[config.mk]
export PLATFORM = sky130hd
export DESIGN_NAME = led_blink_ctrl
export DESIGN_NICKNAME = d
export VERILOG_FILES = /design/src/rtl/led_pkg.sv /design/src/rtl/led_timebase.sv /design/src/rtl/led_act_stretch.sv /design/src/rtl/led_regs.sv /design/src/rtl/led_blink_ctrl.sv
export SDC_FILE = /design/constraint.sdc
export NUM_CORES = 1
export LEC_CHECK = 0
export BUFFER_PORTS_ARGS = -buffer_cell sky130_fd_sc_hd__buf_2
export CAP_MARGIN = 20
export CORE_MARGIN = 5
export CORE_UTILIZATION = 35
export CTS_BUF_LIST = sky130_fd_sc_hd__clkbuf_16
export CTS_CLUSTER_DIAMETER = 200
export CTS_CLUSTER_SIZE = 14
export DETAILED_ROUTE_END_ITERATION = 8
export MAX_ROUTING_LAYER = met4
export RECOVER_POWER = 100
export SYNTH_ARGS = -nofsm -noshare
export SYNTH_HDL_FRONTEND = slang
export SYNTH_SLANG_ARGS = --single-unit
[constraint.sdc]
create_clock -name clk -period 4.75 [get_ports clk]
set_input_delay 0.2375 -clock clk [delete_from_list [all_inputs] [get_ports clk]]
set_output_delay 0.2375 -clock clk [all_outputs]
set_load 0.01 [all_outputs]
[src/rtl/led_pkg.sv]
package led_pkg;

  localparam logic [3:0] MODE_OFF  = 4'h0;
  localparam logic [3:0] MODE_ON   = 4'h1;
  localparam logic [3:0] MODE_SLOW = 4'h2;
  localparam logic [3:0] MODE_FAST = 4'h3;
  localparam logic [3:0] MODE_LOCK = 4'h4;
  localparam logic [3:0] MODE_ACT  = 4'h5;

  typedef enum logic [1:0] {
    ACT_IDLE = 2'd0,
    ACT_LIT  = 2'd1,
    ACT_GAP  = 2'd2
  } act_state_t;

  // Level of one LED for a given mode; hw_ok enables the hardware-sourced modes.
  function automatic logic led_level(input logic [3:0] mode, input logic hw_ok,
                                     input logic slow, input logic fast,
                                     input logic lock, input logic act);
    logic lvl;
    lvl = 1'b0;
    unique case (mode)
      MODE_ON:   lvl = 1'b1;
      MODE_SLOW: lvl = slow;
      MODE_FAST: lvl = fast;
      MODE_LOCK: lvl = hw_ok & lock;
      MODE_ACT:  lvl = hw_ok & act;
      default:   lvl = 1'b0;
    endcase
    return lvl;
  endfunction

endpackage

[src/rtl/led_timebase.sv]
module led_timebase #(
  parameter int unsigned FAST_HALF_CYC = 50_000_000
) (
  input  logic clk,
  input  logic rst_n,
  output logic fast_blink,
  output logic slow_blink
);
  localparam int unsigned CW = (FAST_HALF_CYC > 1) ? $clog2(FAST_HALF_CYC) : 1;
  localparam logic [CW-1:0] LAST = CW'(FAST_HALF_CYC - 1);

  logic [CW-1:0] presc_q;
  logic [2:0]    phase_q;
  logic          half_tick;

  assign half_tick = (presc_q == LAST);

  always_ff @(posedge clk or negedge rst_n) begin
    if (!rst_n) begin
      presc_q <= '0;
      phase_q <= '0;
    end else if (half_tick) begin
      presc_q <= '0;
      phase_q <= phase_q + 3'd1;
    end else begin
      presc_q <= presc_q + 1'b1;
    end
  end

  assign fast_blink = phase_q[0];
  assign slow_blink = phase_q[2];

  assert_phase_step_R7: assert property (@(posedge clk) disable iff (!rst_n)
    half_tick |=> phase_q == $past(phase_q) + 3'd1);
  assert_phase_hold_R7: assert property (@(posedge clk) disable iff (!rst_n)
    !half_tick |=> $stable(phase_q));
endmodule

[src/rtl/led_act_stretch.sv]
module led_act_stretch
  import led_pkg::*;
#(
  parameter int unsigned ACT_ON_CYC  = 10_000_000,
  parameter int unsigned ACT_OFF_CYC = 10_000_000
) (
  input  logic clk,
  input  logic rst_n,
  input  logic act_in,
  output logic act_led
);
  localparam int unsigned MAXC = (ACT_ON_CYC > ACT_OFF_CYC) ? ACT_ON_CYC : ACT_OFF_CYC;
  localparam int unsigned CW   = (MAXC > 1) ? $clog2(MAXC) : 1;

  act_state_t    state_q;
  logic [CW-1:0] cnt_q;
  logic          cnt_done;

  assign cnt_done = (cnt_q == '0);

  always_ff @(posedge clk or negedge rst_n) begin
    if (!rst_n) begin
      state_q <= ACT_IDLE;
      cnt_q   <= '0;
    end else begin
      unique case (state_q)
        ACT_IDLE: if (act_in) begin
          state_q <= ACT_LIT;
          cnt_q   <= CW'(ACT_ON_CYC - 1);
        end
        ACT_LIT: if (cnt_done) begin
          state_q <= ACT_GAP;
          cnt_q   <= CW'(ACT_OFF_CYC - 1);
        end else begin
          cnt_q <= cnt_q - 1'b1;
        end
        ACT_GAP: if (cnt_done) state_q <= ACT_IDLE;
                 else cnt_q <= cnt_q - 1'b1;
        default: state_q <= ACT_IDLE;
      endcase
    end
  end

  assign act_led = (state_q == ACT_LIT);

  assert_act_start_R8: assert property (@(posedge clk) disable iff (!rst_n)
    $rose(act_led) |-> $past(act_in));
  assert_act_gap_R8: assert property (@(posedge clk) disable iff (!rst_n)
    $fell(act_led) |=> !act_led);
endmodule

[src/rtl/led_regs.sv]
module led_regs #(
  parameter int unsigned REG_W = 16,
  parameter int unsigned ST_W  = 8,
  parameter logic [REG_W-1:0] GP_RST = '0,
  parameter logic [ST_W-1:0]  ST_RST = 8'h54
) (
  input  logic             clk,
  input  logic             rst_n,
  input  logic             wr_en,
  input  logic             wr_sel,
  input  logic [REG_W-1:0] wr_data,
  input  logic             rd_sel,
  output logic [REG_W-1:0] rd_data,
  output logic [REG_W-1:0] gp_q,
  output logic [ST_W-1:0]  st_q
);
  always_ff @(posedge clk or negedge rst_n) begin
    if (!rst_n) begin
      gp_q <= GP_RST;
      st_q <= ST_RST;
    end else if (wr_en) begin
      if (wr_sel) st_q <= wr_data[ST_W-1:0];
      else        gp_q <= wr_data;
    end
  end

  assign rd_data = rd_sel ? {{(REG_W-ST_W){1'b0}}, st_q} : gp_q;

  assert_gp_write_R1: assert property (@(posedge clk) disable iff (!rst_n)
    (wr_en && !wr_sel) |=> gp_q == $past(wr_data));
  assert_gp_keep_R9: assert property (@(posedge clk) disable iff (!rst_n)
    (wr_en && wr_sel) |=> $stable(gp_q));
  assert_st_keep_R9: assert property (@(posedge clk) disable iff (!rst_n)
    (wr_en && !wr_sel) |=> $stable(st_q));
endmodule

[src/rtl/led_blink_ctrl.sv]
module led_blink_ctrl
  import led_pkg::*;
#(
  parameter int unsigned FAST_HALF_CYC = 50_000_000,
  parameter int unsigned ACT_ON_CYC    = 10_000_000,
  parameter int unsigned ACT_OFF_CYC   = 10_000_000
) (
  input  logic        clk,
  input  logic        rst_n,
  input  logic        wr_en,
  input  logic        wr_sel,
  input  logic [15:0] wr_data,
  input  logic        rd_sel,
  output logic [15:0] rd_data,
  input  logic        pll_locked,
  input  logic        eth_act,
  output logic [3:0]  gp_led,
  output logic [1:0]  st_led
);
  localparam int unsigned REG_W  = 16;
  localparam int unsigned NUM_GP = REG_W / 4;
  localparam int unsigned NUM_ST = 2;
  localparam int unsigned ST_W   = 4 * NUM_ST;

  logic              fast_blink, slow_blink, act_level;
  logic [REG_W-1:0]  gp_q;
  logic [ST_W-1:0]   st_q;

  led_timebase #(.FAST_HALF_CYC(FAST_HALF_CYC)) u_tb (
    .clk(clk), .rst_n(rst_n), .fast_blink(fast_blink), .slow_blink(slow_blink));

  led_act_stretch #(.ACT_ON_CYC(ACT_ON_CYC), .ACT_OFF_CYC(ACT_OFF_CYC)) u_act (
    .clk(clk), .rst_n(rst_n), .act_in(eth_act), .act_led(act_level));

  led_regs #(.REG_W(REG_W), .ST_W(ST_W), .GP_RST('0), .ST_RST(8'h54)) u_regs (
    .clk(clk), .rst_n(rst_n), .wr_en(wr_en), .wr_sel(wr_sel), .wr_data(wr_data),
    .rd_sel(rd_sel), .rd_data(rd_data), .gp_q(gp_q), .st_q(st_q));

  for (genvar g = 0; g < NUM_GP; g++) begin : g_gp
    assign gp_led[g] = led_level(gp_q[4*g +: 4], 1'b0, slow_blink, fast_blink,
                                 pll_locked, act_level);
  end

  for (genvar s = 0; s < NUM_ST; s++) begin : g_st
    assign st_led[s] = led_level(st_q[4*s +: 4], 1'b1, slow_blink, fast_blink,
                                 pll_locked, act_level);
  end

  assert_lock_follow_R3: assert property (@(posedge clk) disable iff (!rst_n)
    (st_q[3:0] == MODE_LOCK) |-> st_led[0] == pll_locked);
  assert_gp_no_hw_R2: assert property (@(posedge clk) disable iff (!rst_n)
    (gp_q[3:0] == MODE_LOCK) |-> !gp_led[0]);
endmodule

; Word level (Yosys, flattened, before mapping)
; Index checks and enable logic that the tools add are counted.
[word_totals]
register_bits = 79
in_bits = 23
output_inout_bits = 22
[classes]
addsub = 3
n_eq_ne = 29
mux = 16
bitwise = 1
n_reduce_logical = 7
[ops]
columns = operator, count
row1 = 24-bit two-way mux, 3
row2 = 24-bit case mux with 3 select lines, 1
row3 = "4-bit by 2-bit == test with 1-bit output, second input constant", 12
row4 = "26-bit by 1-bit adder with 26-bit output, second input constant", 1
row5 = "26-bit == test, second input constant", 1
row6 = 26-bit two-way mux, 1
row7 = "4-bit by 1-bit == test with 1-bit output, second input constant", 6
row8 = 24-bit zero test, 1
row9 = "24-bit by 1-bit subtractor with 24-bit output, second input constant", 1
row10 = "4-bit by 3-bit == test with 1-bit output, second input constant", 4
row11 = 16-bit two-way mux, 1
row12 = 1-bit case mux with 3 select lines, 4
row13 = 1-bit case mux with 5 select lines, 2
row14 = 2-bit two-way mux, 3
row15 = 2-bit case mux with 3 select lines, 1
row16 = 3-bit AND reduction, 2
row17 = "2-bit by 1-bit inequality test with 1-bit output, second input constant", 2
row18 = "2-bit inequality test, second input constant", 2
row19 = 2-bit AND reduction, 2
row20 = "3-bit by 1-bit adder with 3-bit output, second input constant", 1
row21 = 3-bit nonzero test, 1
row22 = "2-bit by 1-bit == test with 1-bit output, second input constant", 1
row23 = "2-bit == test, second input constant", 1
row24 = 2-bit zero test, 1
row25 = 1-bit inverter, 1

; Logic depth before layout (Yosys ltp)
[logic_depth]
word_depth = 3
mapped_depth = 9
depth_no_buf = 7

; Modules after synthesis
; Synthesis repeated with hierarchy kept, for this count alone.
[hier_totals]
cells_unflattened = 414
area_unflattened_um2 = 4325.4
[modules_own_cells]
columns = module, n_inst, cells_per_inst, area_per_inst_um2
row1 = led_act_stretch, 1, 190, 1682.9
row2 = led_timebase, 1, 123, 1360.1
row3 = led_regs, 1, 70, 1098.6
row4 = led_blink_ctrl, 1, 31, 183.9

; Worst setup path before layout
; OpenSTA, ideal clock, no wires.
[synth_path]
kind = reg2reg
startpoint = register u_act.cnt_q[5]
endpoint = register u_act.cnt_q[17]
setup_ns = 0.088
arrival_ns = 2.261
required_ns = 4.662
slack_ns = 2.401
path_stages_with_launch = 7
n_path_buf = 1
period_less_slack_ns = 2.349
cell_sequence = dfrtp_1 > or4_1 > buf_2 > or4_4 > or3_1 > or3_1 > a22oi_1
[synth_via]
elab_chain_len = 3
[synth_rtl]
columns = element, line
row1 = start: declaration, led_act_stretch.sv:16  ; logic [CW-1:0] cnt_q;
row2 = start signal: assignment, led_act_stretch.sv:29  ; cnt_q <= CW'(ACT_ON_CYC - 1);
row3 = start signal: assignment, led_act_stretch.sv:33  ; cnt_q <= CW'(ACT_OFF_CYC - 1);
row4 = start signal: assignment, led_act_stretch.sv:35  ; cnt_q <= cnt_q - 1'b1;
row5 = 24-bit by 1-bit subtractor with 24-bit output / 24-bit zero test (equally long branches), "led_act_stretch.sv:35, led_act_stretch.sv:38, led_act_stretch.sv:19"
row6 = 24-bit two-way mux (tied with other cells), led_act_stretch.sv:37  ; ACT_GAP: if (cnt_done) state_q <= ACT_IDLE;
row7 = 24-bit case mux with 3 select lines / 3-bit AND reduction (equally long branches), -
; Parallel ways exist; a longest one is shown, timed or not. The select of a mux whose other input is x is not followed.
; A chain may end at the register's enable or synchronous reset.

; Worst setup path in the final report
[layout_path]
startpoint = register u_act.state_q[1]
endpoint = register u_act.cnt_q[18]
[layout_via]
elab_chain_len = 3
[layout_rtl]
columns = element, line
row1 = start: declaration, led_act_stretch.sv:15  ; act_state_t state_q;
row2 = start signal: assignment, led_act_stretch.sv:23  ; state_q <= ACT_IDLE;
row3 = start signal: assignment, led_act_stretch.sv:28  ; state_q <= ACT_LIT;
row4 = start signal: assignment, led_act_stretch.sv:32  ; state_q <= ACT_GAP;
row5 = 2-bit == test (tied with other cells), led_act_stretch.sv:26  ; unique case (state_q)
row6 = 2-bit inequality test (no source line) / 3-bit nonzero test (equally long branches), -
row7 = 3-bit AND reduction (no source line), -
; Parallel ways exist; a longest one is shown, timed or not.

==> flow_results.org <==
** CTS
- Clock-pin slew was measured on the worst setup and hold paths at 0.06 ns.
- # resized after CTS :: 0
- Buffers inserted during clock tree synthesis total 9.
- TritonCTS built the clock tree.
- Max Buffers Root-to-Sink :: 2
- Counting every sink on the clock net gives 79.
- Clock root buffer :: clkbuf_16
- Count of hold buffers inserted by post-cts repair :: 0
- Count of H-tree levels built during CTS :: 3
- Once the clock tree was built, the setup fixing pass inserted 0 buffers.
- At the later pin of the worst-skew pair, clock insertion delay measures 0.33 ns.

** Power
- The design draws 2.09 mW.
- Leak pwr :: 1.93 nW
- VDD sags by at most 0.174 mV.
- Logic pwr share :: 29.0%
- Clock power share :: 28.8%
- In this run the power spent charging and discharging nets is 0.725 mW.
- Power per cell area :: 432 nW/um^2
- Net switching share of the total power :: 34.7%
- Internal Dissipation :: 1.36 mW
- Sequential cell fraction of total power :: 42.2%

** Synth
- The Yosys step of the flow raised 0 warnings.
- Sorting the synthesized cells by how often they occur yields 76 x dfrtp_1, 37 x nor2_1, 33 x mux2_2, 22 x nand2_1, 18 x nor3_1.
- In this run the cell area of the synthesized design comes to 4230 sq um.
- Cell taking the most area after synthesis :: dfrtp_1
- Proportion of register bits with asynchronous set or reset after synthesis :: 100%
- Among all flip-flop cells after synthesis, the most frequent one is dfrtp_1.
- Synth Net Count :: 451
- Summing the sequential cell areas from Yosys gives 46.8% of the chip area.
- Number of distinct library cells after synthesis :: 50
- In this run, synthesis inferred 0 flip-flops with an integrated enable.
- Flop and latch count out of synthesis :: 79
- In the synthesized netlist, the number of instances is 421.
- Yosys attributes the largest share of cell area to dfrtp_1 45%, mux2_2 8.8%, xnor2_1 3.3%, nor2_1 3.3%, nor3_1 2.1%.
- Summed over its instances, the top area cell type makes up 44.9% of the synthesized netlist area.
- Among all cell types in the netlist, the one instantiated most often is dfrtp_1.
- Dividing the synthesized area by the synthesized cell count gives 10.1 sq um.

** Worst setup path
- Chain of cells forming the critical path :: inv_1 -> ha_1 -> nor2b_1 -> nor2_1 -> o21ai_0 -> clkbuf_1 -> or4_1 -> a22oi_1
- Sort of element at the start of the critical path :: register
- STA puts the critical path data required time at 5.00 ns.
- By startpoint and endpoint, the worst setup path is classified as reg2reg.
- The largest individual stage delay along the critical path comes from the cell nor2_1.
- For this run, the slowest stage of the critical path takes 0.65 ns.
- For the worst setup path, the data arrival time is 3.60 ns.
- STA classifies the critical path endpoint as a register.
- Of all nets on the critical path, the largest fanout is 26.

** Drt
- Detailed-route wire length :: 8920 microns
- For this run, design rule violations remaining after detail routing come to 0.
- Average detailed-routed wire length per instance :: 14.6 microns
- Using the TritonRoute via totals, the vias-per-cell ratio works out to 5.44.
- Once detail routing completed, the nets flagged for antenna violations numbered 0.
- Detailed router's first-iteration violation count :: 182
- Number of detailed-route iterations in the first pass :: 4
- Total via count after detailed routing :: 3,333

** STA
- Min Hold Slack :: 0.140 ns
- Fin crit share :: 70.6%
- Setup clock skew after layout :: 0.00524 ns
- Min Tclk post-route :: 3.35 ns
- Final number of hold-violating endpoints :: 0
- For the pin with the worst max-slew slack, the measured transition is 1.93 ns.
- Total setup violations reported at the end of the flow :: 0
- Headroom to the max-slew limit came out at -28.9%.
- Setup repair after global routing left no endpoint under its margin.
- Timing would allow up to 298 MHz.
- The total count of max-transition violations in the final report was 35.
- Final-layout setup total negative slack :: 0 ns

** Die
- Number of primary I/O pins :: 45
- Area of the core :: 11,900 sq um
- Die outline width :: 120 microns
- The die covers 14,400 sq um.
- Starting Density :: 35.5%
- Standard-cell row count :: 40
- Measured along the y axis, the die boundary spans 120 microns.

** Global route
- The number of global-route vias before repair is 3,318.
- Overflow after GRT :: 0
- The initial antenna violation count was 0.
- Global routing consumed, over all layers together, 13.2% of the routing resources.
- Entering global routing, the biggest net connects 80 pins.
- The first global-routing pass estimated 15,300 microns of wire.

** Placement
- Routability-driven placement finished with a final weighted congestion of 0.785.
- After detailed placement, the design holds a cell count of 594.
- In this run the cell area measured after placement is 4580 sq um.
- In this run the tool buffered the top-level ports with 44 buffer cells.
- Summed over all nets, the half-perimeter wirelength after detailed placement is 6080 microns.

** Cells and area
- The number of antenna diodes in the final layout is 0.
- The layout has 1,164 filler cells.
- Once layout is done, the placed cells without fillers occupy 4830 sq um.
- For this run, the number of standard cells in the final layout without fillers is 613.
- Synthesis-to-finish area growth :: 14.0%
- Share of final-layout standard cells stronger than drive strength 1 :: 15.7%
- Total number of nets in the final design :: 491

** Hold path
- Class of the most critical hold timing path :: in2reg

** Status
- The flow ran to the end, but the final reports show violations.
- The final reports fail on max-capacitance violations, max-slew violations.

** Job
- The tool flagged a number of max-cap violations equal to 1.
-- stage by stage --
step | worst slack (ns) | utilization [%]
after floorplan | 2.40 | -
after global placement | 1.96 | 38.5
after CTS | 1.83 | 40.6
after global routing | 1.09 | 40.5
final | 1.40 | 40.5
after detailed placement | 1.83 | 38.5
-- path summary, 6_finish.rpt --
kind                       depth (start not counted)               to  slack [ns]        startpoint
min in group asynchronous                          2  u_act.cnt_q[11]        0.97             rst_n
hold / removal                                     2  u_regs.gp_q[11]        0.14       wr_data[11]
setup reg to reg                                   8  u_act.cnt_q[18]        1.40  u_act.state_q[1]
max in group asynchronous                          2  u_tb.phase_q[0]        2.66             rst_n
hold reg to reg                                    1  u_tb.presc_q[4]        0.48   u_tb.presc_q[4]
setup / recovery                                   8  u_act.cnt_q[18]        1.40  u_act.state_q[1]
-- layout make-up --
type                            count  area [sq um]  share of cell area [%]
Multi-Input combinational cell    314          2140                    44.3
Sequential cell                    79          1980                    41.0
Timing Repair Buffer               49           234                    4.85
Clock buffer                        9           225                    4.67
Tap cell                          147           184                    3.81
Clock inverter                      7          33.8                   0.700
Inverter                            8          30.0                   0.622
-- cells in the final DEF, fill, tap and decap left out, drive strengths merged, types with 8 or more instances in the layout --
cell type / n
nand2: 22
a21oi: 16
mux2: 33
nor2b: 11
o21ai: 15
nor3: 18
xnor2: 16
dfrtp: 76
buf: 23
clkbuf: 34
nor2: 37
nor4: 14
inv: 10
nand2b: 8
nand3: 14
-- metal layers --
metal  up-vias  global-route usage [%]  share of wire (%)
met2        76                    21.1                 46
li1       1634                       -                  -
met3        14                    3.20                6.0
met1      1609                    15.8                 46
met4         0                    5.94                2.0
met5         -                       -                  0
-- cells by family after synthesis --
logic type,Yosys count,synth area share [%]
xor+xnor,22,4.55
fa+ha+maj,7,2.07
flops,79,46.8
buf+inv,28,2.54
simple gates,167,21.4
mux,35,9.25
compound gates,83,13.4
-- sequential cells by signal, summed over array words and instances, names as in the netlist --
name / count
u_tb.phase_q: 3
u_regs.st_q: 8
u_regs.gp_q: 16
u_tb.presc_q: 26
u_act.state_q: 2
u_act.cnt_q: 24
-- power groups by stage --
stage | clock, mW | combinational [mW] | sequential [mW]
final | 0.601 | 0.606 | 0.880
after global routing | 0.653 | 0.683 | 0.898
after CTS | 0.624 | 0.614 | 0.879
after detailed placement | 0 | 0.611 | 0.889
after global placement | 0 | 0.597 | 0.885
after floorplan | 0 | 0.480 | 0.856
-- critical path: cells and delay by family, from the launching register on --
kind / cells / cell delay, ns
AO/OA/AOI/OAI: 2 / 0.63
adder cells (fa/ha/maj): 1 / 0.22
flip-flops: 1 / 0.38
AND/OR/NAND/NOR: 3 / 1.42
buffers and inverters: 2 / 0.62
Power figures use the tool's default switching activity.
